==> src/rtl/ddr2_init_pkg.sv <==
package ddr2_init_pkg;

  typedef enum logic [2:0] {
    CMD_NOP,
    CMD_PALL,
    CMD_EMRS1,
    CMD_EMRS2,
    CMD_EMRS3
  } cmd_e;

  typedef struct packed {
    logic capture;
    logic setFreq;
    logic dllRelease;
    logic ckeOn;
    logic issue;
    cmd_e cmd;
    logic done;
  } strobe_t;

endpackage

==> src/rtl/init_ctrl.sv <==
module init_ctrl
  import ddr2_init_pkg::*;
#(
  parameter int PWR_CYC   = 10000,
  parameter int DLL_CYC   = 10000,
  parameter int CKE_CYC   = 40,
  parameter int SETUP_CYC = 2,
  parameter int GAP_CYC   = 4,
  parameter int GUARD_CYC = 16
) (
  input  logic    clk,
  input  logic    rst,
  input  logic    backupMode,
  output strobe_t stb
);

  localparam int MAX_A   = (PWR_CYC > DLL_CYC) ? PWR_CYC : DLL_CYC;
  localparam int MAX_B   = (CKE_CYC > GUARD_CYC) ? CKE_CYC : GUARD_CYC;
  localparam int MAX_C   = (SETUP_CYC > GAP_CYC) ? SETUP_CYC : GAP_CYC;
  localparam int MAX_AB  = (MAX_A > MAX_B) ? MAX_A : MAX_B;
  localparam int MAX_ALL = (MAX_AB > MAX_C) ? MAX_AB : MAX_C;
  localparam int CNT_W   = $clog2(MAX_ALL + 1);

  typedef enum logic [3:0] {
    ST_START, ST_PWR, ST_DLLSET, ST_DLLWAIT, ST_CKE,
    ST_CMD, ST_GAP, ST_GUARD, ST_DONE
  } state_e;

  state_e           state, stateNx;
  logic [CNT_W-1:0] timer, timerNx;
  logic [1:0]       cmdIdx, idxNx;
  logic             warm, warmNx;

  function automatic cmd_e idxToCmd(input logic [1:0] idx);
    case (idx)
      2'd0:    return CMD_PALL;
      2'd1:    return CMD_EMRS2;
      2'd2:    return CMD_EMRS3;
      default: return CMD_EMRS1;
    endcase
  endfunction

  always_comb begin
    stateNx = state;
    timerNx = timer;
    idxNx   = cmdIdx;
    warmNx  = warm;
    stb     = '0;
    stb.cmd = CMD_NOP;
    case (state)
      ST_START: begin
        stb.capture = 1'b1;
        warmNx      = backupMode;
        if (backupMode) begin
          stateNx     = ST_DLLSET;
          timerNx     = CNT_W'(SETUP_CYC - 1);
          stb.setFreq = 1'b1;
        end else begin
          stateNx = ST_PWR;
          timerNx = CNT_W'(PWR_CYC - 1);
        end
      end
      ST_PWR: begin
        if (timer == '0) begin
          stateNx     = ST_DLLSET;
          timerNx     = CNT_W'(SETUP_CYC - 1);
          stb.setFreq = 1'b1;
        end else timerNx = timer - 1'b1;
      end
      ST_DLLSET: begin
        if (timer == '0) begin
          stb.dllRelease = 1'b1;
          if (warm) begin
            stateNx   = ST_CKE;
            timerNx   = CNT_W'(CKE_CYC - 1);
            stb.ckeOn = 1'b1;
          end else begin
            stateNx = ST_DLLWAIT;
            timerNx = CNT_W'(DLL_CYC - 1);
          end
        end else timerNx = timer - 1'b1;
      end
      ST_DLLWAIT: begin
        if (timer == '0) begin
          stateNx   = ST_CKE;
          timerNx   = CNT_W'(CKE_CYC - 1);
          stb.ckeOn = 1'b1;
        end else timerNx = timer - 1'b1;
      end
      ST_CKE: begin
        if (timer == '0) stateNx = ST_CMD;
        else timerNx = timer - 1'b1;
      end
      ST_CMD: begin
        stb.issue = 1'b1;
        stb.cmd   = idxToCmd(cmdIdx);
        if (cmdIdx == 2'd3) begin
          stateNx = ST_GUARD;
          timerNx = CNT_W'(GUARD_CYC - 1);
        end else begin
          stateNx = ST_GAP;
          timerNx = CNT_W'(GAP_CYC - 1);
        end
      end
      ST_GAP: begin
        if (timer == '0) begin
          stateNx = ST_CMD;
          idxNx   = cmdIdx + 1'b1;
        end else timerNx = timer - 1'b1;
      end
      ST_GUARD: begin
        if (timer == '0) begin
          stateNx  = ST_DONE;
          stb.done = 1'b1;
        end else timerNx = timer - 1'b1;
      end
      default: stateNx = ST_DONE;
    endcase
  end

  always_ff @(posedge clk) begin
    if (rst) begin
      state  <= ST_START;
      timer  <= '0;
      cmdIdx <= '0;
      warm   <= 1'b0;
    end else begin
      state  <= stateNx;
      timer  <= timerNx;
      cmdIdx <= idxNx;
      warm   <= warmNx;
    end
  end

  // the guard interval is only entered after the last of the four commands
  a_r7_last_before_guard: assert property (@(posedge clk) disable iff (rst)
    (state == ST_GUARD) |-> (cmdIdx == 2'd3));

  // a warm restart never visits the long wait states
  a_r5_warm_skips: assert property (@(posedge clk) disable iff (rst)
    (warm && state != ST_START) |-> (state != ST_PWR && state != ST_DLLWAIT));

endmodule

==> src/rtl/init_dpath.sv <==
module init_dpath
  import ddr2_init_pkg::*;
#(
  parameter int ROW_W    = 14,
  parameter int BA_W     = 3,
  parameter int FREQ_W   = 2,
  parameter int FREQ_SEL = 1,
  parameter int CKE_CYC  = 40
) (
  input  logic              clk,
  input  logic              rst,
  input  strobe_t           stb,
  input  logic              drvHalf,
  input  logic [1:0]        odtSel,
  input  logic [2:0]        ocdSel,
  output logic              cke,
  output logic              csN,
  output logic              rasN,
  output logic              casN,
  output logic              weN,
  output logic [BA_W-1:0]   ba,
  output logic [ROW_W-1:0]  addr,
  output logic              padDllRun,
  output logic [FREQ_W-1:0] padFreqSel,
  output logic              padDrvHalf,
  output logic [1:0]        padOdtSel,
  output logic [2:0]        padOcdSel,
  output logic              initDone
);

  localparam logic [FREQ_W-1:0] FREQ_VAL = FREQ_W'(FREQ_SEL);
  localparam int AGE_W = $clog2(CKE_CYC + 1);

  logic [ROW_W-1:0] emrs1Addr;
  logic [ROW_W-1:0] pallAddr;

  always_comb begin
    emrs1Addr    = '0;
    emrs1Addr[1] = padDrvHalf;
    emrs1Addr[2] = padOdtSel[0];
    emrs1Addr[6] = padOdtSel[1];
    emrs1Addr[9:7] = padOcdSel;
    pallAddr     = '0;
    pallAddr[10] = 1'b1;
  end

  always_ff @(posedge clk) begin
    if (rst) begin
      cke        <= 1'b0;
      csN        <= 1'b0;
      rasN       <= 1'b1;
      casN       <= 1'b1;
      weN        <= 1'b1;
      ba         <= '0;
      addr       <= '0;
      padDllRun  <= 1'b0;
      padFreqSel <= '0;
      padDrvHalf <= 1'b0;
      padOdtSel  <= '0;
      padOcdSel  <= '0;
      initDone   <= 1'b0;
    end else begin
      if (stb.capture) begin
        padDrvHalf <= drvHalf;
        padOdtSel  <= odtSel;
        padOcdSel  <= ocdSel;
      end
      if (stb.setFreq) begin
        padDllRun  <= 1'b0;
        padFreqSel <= FREQ_VAL;
      end
      if (stb.dllRelease) padDllRun <= 1'b1;
      if (stb.ckeOn) cke <= 1'b1;
      if (stb.done) initDone <= 1'b1;
      csN  <= 1'b0;
      rasN <= 1'b1;
      casN <= 1'b1;
      weN  <= 1'b1;
      ba   <= '0;
      addr <= '0;
      if (stb.issue) begin
        case (stb.cmd)
          CMD_PALL: begin
            rasN <= 1'b0; weN <= 1'b0;
            addr <= pallAddr;
          end
          CMD_EMRS1: begin
            rasN <= 1'b0; casN <= 1'b0; weN <= 1'b0;
            ba   <= BA_W'(1);
            addr <= emrs1Addr;
          end
          CMD_EMRS2: begin
            rasN <= 1'b0; casN <= 1'b0; weN <= 1'b0;
            ba   <= BA_W'(2);
          end
          CMD_EMRS3: begin
            rasN <= 1'b0; casN <= 1'b0; weN <= 1'b0;
            ba   <= BA_W'(3);
          end
          default: ;
        endcase
      end
    end
  end

  // Cycles that clock enable has been high, saturating; used by the R6 check
  logic [AGE_W-1:0] ckeAge;
  always_ff @(posedge clk) begin
    if (rst) ckeAge <= '0;
    else if (cke && ckeAge < AGE_W'(CKE_CYC)) ckeAge <= ckeAge + 1'b1;
  end

  a_r8_one_cycle_cmd: assert property (@(posedge clk) disable iff (rst)
    !(rasN && casN && weN) |=> (rasN && casN && weN));

  a_r6_cke_settled: assert property (@(posedge clk) disable iff (rst)
    !(rasN && casN && weN) |-> (cke && ckeAge >= AGE_W'(CKE_CYC)));

  a_r10_done_sticky: assert property (@(posedge clk) disable iff (rst)
    initDone |=> (initDone && cke));

  a_r6_cke_held: assert property (@(posedge clk) disable iff (rst)
    cke |=> cke);

  a_r3_freq_before_run: assert property (@(posedge clk) disable iff (rst)
    $rose(padDllRun) |-> (padFreqSel == FREQ_VAL));

  a_r3_freq_held: assert property (@(posedge clk) disable iff (rst)
    padDllRun |=> $stable(padFreqSel));

endmodule

==> src/rtl/ddr2_powerup_seq.sv <==
module ddr2_powerup_seq
  import ddr2_init_pkg::*;
#(
  parameter int CLK_MHZ   = 100,
  parameter int PWR_NS    = 100000,
  parameter int DLL_NS    = 100000,
  parameter int CKE_NS    = 400,
  parameter int SETUP_CYC = 2,
  parameter int GAP_CYC   = 4,
  parameter int GUARD_CYC = 16,
  parameter int ROW_W     = 14,
  parameter int BA_W      = 3,
  parameter int FREQ_W    = 2,
  parameter int FREQ_SEL  = 1
) (
  input  logic              clk,
  input  logic              rst,
  input  logic              backupMode,
  input  logic              drvHalf,
  input  logic [1:0]        odtSel,
  input  logic [2:0]        ocdSel,
  output logic              cke,
  output logic              csN,
  output logic              rasN,
  output logic              casN,
  output logic              weN,
  output logic [BA_W-1:0]   ba,
  output logic [ROW_W-1:0]  addr,
  output logic              padDllRun,
  output logic [FREQ_W-1:0] padFreqSel,
  output logic              padDrvHalf,
  output logic [1:0]        padOdtSel,
  output logic [2:0]        padOcdSel,
  output logic              initDone
);

  // Round every interval up so the minimum time is always met
  localparam int PWR_CYC = (PWR_NS * CLK_MHZ + 999) / 1000;
  localparam int DLL_CYC = (DLL_NS * CLK_MHZ + 999) / 1000;
  localparam int CKE_CYC = (CKE_NS * CLK_MHZ + 999) / 1000;

  strobe_t stb;

  init_ctrl #(
    .PWR_CYC(PWR_CYC), .DLL_CYC(DLL_CYC), .CKE_CYC(CKE_CYC),
    .SETUP_CYC(SETUP_CYC), .GAP_CYC(GAP_CYC), .GUARD_CYC(GUARD_CYC)
  ) i_ctrl (
    .clk(clk), .rst(rst), .backupMode(backupMode), .stb(stb)
  );

  init_dpath #(
    .ROW_W(ROW_W), .BA_W(BA_W), .FREQ_W(FREQ_W),
    .FREQ_SEL(FREQ_SEL), .CKE_CYC(CKE_CYC)
  ) i_dpath (
    .clk(clk), .rst(rst), .stb(stb),
    .drvHalf(drvHalf), .odtSel(odtSel), .ocdSel(ocdSel),
    .cke(cke), .csN(csN), .rasN(rasN), .casN(casN), .weN(weN),
    .ba(ba), .addr(addr),
    .padDllRun(padDllRun), .padFreqSel(padFreqSel),
    .padDrvHalf(padDrvHalf), .padOdtSel(padOdtSel), .padOcdSel(padOcdSel),
    .initDone(initDone)
  );

endmodule

==> config.mk <==
export PLATFORM = sky130hd
export DESIGN_NAME = ddr2_powerup_seq
export DESIGN_NICKNAME = d
export VERILOG_FILES = /design/src/rtl/ddr2_init_pkg.sv /design/src/rtl/init_ctrl.sv /design/src/rtl/init_dpath.sv /design/src/rtl/ddr2_powerup_seq.sv
export SDC_FILE = /design/constraint.sdc
export NUM_CORES = 1
export LEC_CHECK = 0
export BUFFER_PORTS_ARGS = -buffer_cell sky130_fd_sc_hd__buf_4
export CAP_MARGIN = 20
export CORE_ASPECT_RATIO = 1.5
export CORE_MARGIN = 4
export CORE_UTILIZATION = 30
export CTS_CLUSTER_DIAMETER = 200
export DETAILED_ROUTE_END_ITERATION = 10
export HOLD_SLACK_MARGIN = 0.15
export REMOVE_ABC_BUFFERS = 1
export SYNTH_ARGS = -nofsm -noshare
export SYNTH_HDL_FRONTEND = slang
export SYNTH_SLANG_ARGS = --single-unit
==> constraint.sdc <==
create_clock -name clk -period 2.6 [get_ports clk]
set_input_delay 0.39 -clock clk [delete_from_list [all_inputs] [get_ports clk]]
set_output_delay 0.39 -clock clk [all_outputs]
set_load 0.01 [all_outputs]
==> summary.txt <==
Status
  • Status: finished clean

Timing
  • Relative slew margins: 0.494
  • Fin crit share: 0.880
  • Fin. max-slew vios: 0
  • RSZ-0062 raised after global routing: no
  • Final Hold Fails: 0
  • Setup_tns: 0 ps
  • Final setup viols: 0
  • Final clock skew: 10.5 ps
  • Top achievable clock speed: approximately 440 MHz
  • Worst slew pin tran: 752 ps
  • Final period demand of the worst path: between 2000 and 2500 ps

Critical path
  • Reg2Reg Depth: 7
  • Crit path DAT: 2500 ps
  • CP max FO: 14
  • Setup crit start: i_ctrl.timer[0]$_SDFFE_PP0P_
  • Crit start category: register
  • Worst r2r dst: i_ctrl.timer[4]$_SDFFE_PP0P_
  • Worst path slowest cell: nor2_1
  • Critical-path cell list: inv_1 > ha_1 > nor4b_4 > and4_1 > nor2_1 > a21oi_1 > a311oi_1
  • Setup CP Type: reg2reg
  • Worst path top cell family by delay: simple AND/OR/NAND/NOR gates
  • R2R setup slack: 310 ps
  • Worst setup path endpoint: i_ctrl.timer[4]$_SDFFE_PP0P_
  • Worst reg2reg path startpoint: i_ctrl.timer[0]$_SDFFE_PP0P_
  • Crit path depth: 7
  • Max stage delay on crit path: 570 ps
  • Critical path buffers and inverters: 1
  • CP Data Required Time: about 2800 ps
  • Crit. End Element: register

Routing
  • Via count: 1933
  • Drt via density: ~5.0
  • Residual DRC: 0
  • Post-Route WL: about 5300 µm
  • DR pass1 iterations: 4
  • Routed len/inst: 13.7 µm
  • Antenna-violating nets left: 0
  • Drt initial violations: 148

Clock tree
  • Hold_buf cts: 0
  • H-tree Lvls: 2
  • Skew-Pair Late Insertion Delay: 300 ps
  • CTS sink count: 42
  • Postcts setup bufs: 0
  • CTS Buf Count: 5
  • Worst-path clk slew: 90 ps
  • Clock Tree Root: clkbuf_8
  • Resized Gates After CTS: 0
  • CTS tree: done
  • Maximum clock path buffer count: 2

Placed design
  • IO Port Bufs: 30
  • HPWL after DPL: 3930 µm
  • RD Place Congestion: 0.835

Global routing
  • Initial antenna violation count: 0
  • Pin count of the biggest net entering global routing: 29
  • Vias in the first global route: 1766
  • Total routing usage reported by global routing: 0.120
  • First-pass GRT wire length: 8500 µm
  • Grt ovf: 0

Flow run
  • Max-cap violations: 0

Pwr
  • Peak supply drop: 327 µV
  • Final Total Pwr: about 0.0030 W
  • Pwr Density: 1140 mW/mm²
  • Pleak: 1.05 nW

Layout
  • Antenna diodes: 0
  • # nets final: 300
  • Final core occ: 0.362
  • Share of cells above drive strength 1: 0.203
  • Layout Area Growth over Synthesis: 16.9%

Floorplanning
  • I/O Pins: between 40 and 50
  • Die extent in y: 114 µm
  • DIE WIDTH: 79.0 µm
  • Total core area: 0.00732 mm²
  • Die ar.: 0.00904 mm²
  • Num rows: 38
  • Initial Util: 0.310

Synthesis
  • Post-Synthesis Cell Area: 0.00227 mm²
  • Synthesized netlist cell count: 260
  • Number of synthesized register bits: 42
  • Post-synth top flop: dfxtp_1
  • Sequential share of the synthesized area: 0.371
  • Syn avg cell area: 8.72 µm²
  • Number of synthesized flops with an enable pin: 0
  • Synth Warn #: 0
  • Synth unique cells: 57
  • Asr flop ratio synth: 0

Hold path
  • Worst min path class: in2reg
## how the worst min path moves through the flow
stage                     cells after the start                           from                           endpoint  slack [ps]
after floorplan                               1                            rst       i_ctrl.timer[8]$_SDFFE_PP0P_         450
after global placement                        2  i_dpath.initDone$_SDFFE_PP0P_      i_dpath.initDone$_SDFFE_PP0P_         450
after detailed placement                      2  i_dpath.initDone$_SDFFE_PP0P_      i_dpath.initDone$_SDFFE_PP0P_         460
after CTS                                     3                      odtSel[0]  i_dpath.padOdtSel[0]$_SDFFE_PP0N_         310
after global routing                          3                      odtSel[1]  i_dpath.padOdtSel[1]$_SDFFE_PP0N_         340
final                                         3                      odtSel[0]  i_dpath.padOdtSel[0]$_SDFFE_PP0N_         320
## cell families after synthesis
logic type / count (synthesis) / share of synthesized area
adder cells (fa/ha/maj): 6 / 0.0331
buffers and inverters: 37 / 0.0938
AO/OA/AOI/OAI: 63 / 0.196
flip-flops: 42 / 0.371
other: 1 / 0.00165
XOR/XNOR: 5 / 0.0193
AND/OR/NAND/NOR: 97 / 0.245
multiplexers: 9 / 0.0397
## tightest hold or removal path: cells and delay by family
family | cells | cell delay [ps]
AND/OR/NAND/NOR | 1 | 70
multiplexers | 1 | 50
buffers and inverters | 1 | 80
## metal layers
metal | global-route usage | routed length [µm] | up-vias
met5 | 0 | 0 | -
met4 | 0.0642 | 157 | 0
met3 | 0.0213 | 284 | 13
met2 | 0.215 | 2700 | 59
met1 | 0.131 | 2140 | 898
li1 | - | - | 963
## synth_stat cells (all sizes together) (6+ instances only)
library cell	n	area [µm²]
and2	7	43.8
nand2	11	46.3
dfxtp	42	841
buf	21	153
mux2i	9	90.1
a31oi	7	50.1
ha	6	75.1
a21oi	21	105
nor2	32	123
nor3	10	50.1
o21ai	8	40.0
inv	12	45.0
nor4	7	80.1
## cell type report
| cell class | count | area [µm²] |
|---|---|---|
| Clock buffer | 5 | 68.8 |
| Tap cell | 100 | 125 |
| Clock inverter | 3 | 68.8 |
| Fill cell | 785 | 4670 |
| Timing Repair Buffer | 34 | 255 |
| Inverter | 12 | 45.0 |
| Sequential cell | 42 | 841 |
| Multi-Input combinational cell | 190 | 1250 |
## through the flow
step | worst slack [ps] | instances | area, µm² | hold slack, ps
detailed placement | 311 | 378 | 2510 | 464
global placement | 393 | 378 | 2510 | 454
finish | 312 | 386 | 2650 | 324
global route | 116 | 386 | 2650 | 336
floorplan | 619 | 244 | 2130 | 455
CTS | 298 | 386 | 2650 | 315
## where the power goes
group | total, W | switching (W) | internal, W
clock network | 0.000625 | 0.000240 | 0.000385
registers | 0.00103 | 0.000238 | 0.000787
logic | 0.00138 | 0.000777 | 0.000600
total | 0.00303 | 0.00126 | 0.00177
## sequential cells by signal, summed over array words and instances, names as in the netlist
signal and flops:
i_ctrl.timer 14, i_dpath.addr 7, i_ctrl.state 4, i_dpath.padOcdSel 3, i_ctrl.cmdIdx 2, i_dpath.ba 2
i_dpath.padOdtSel 2, i_ctrl.warm 1, i_dpath.casN 1, i_dpath.cke 1, i_dpath.initDone 1, i_dpath.padDllRun 1
i_dpath.padDrvHalf 1, i_dpath.padFreqSel 1, i_dpath.rasN 1
## layout by cell type, fill, tap and decap left out, drive strengths merged, types with 7 or more instances in the layout
cell   Yosys  routed
a31oi      7       7
nor3      10      10
buf       21      34
mux2i      9       9
nand2     11      11
conb       1      10
dfxtp     42      42
nor2      32      32
a21oi     21      21
nor4       7       7
o21ai      8       8
and2       7       7
inv       12      12
(Power assumes the default switching activity.)
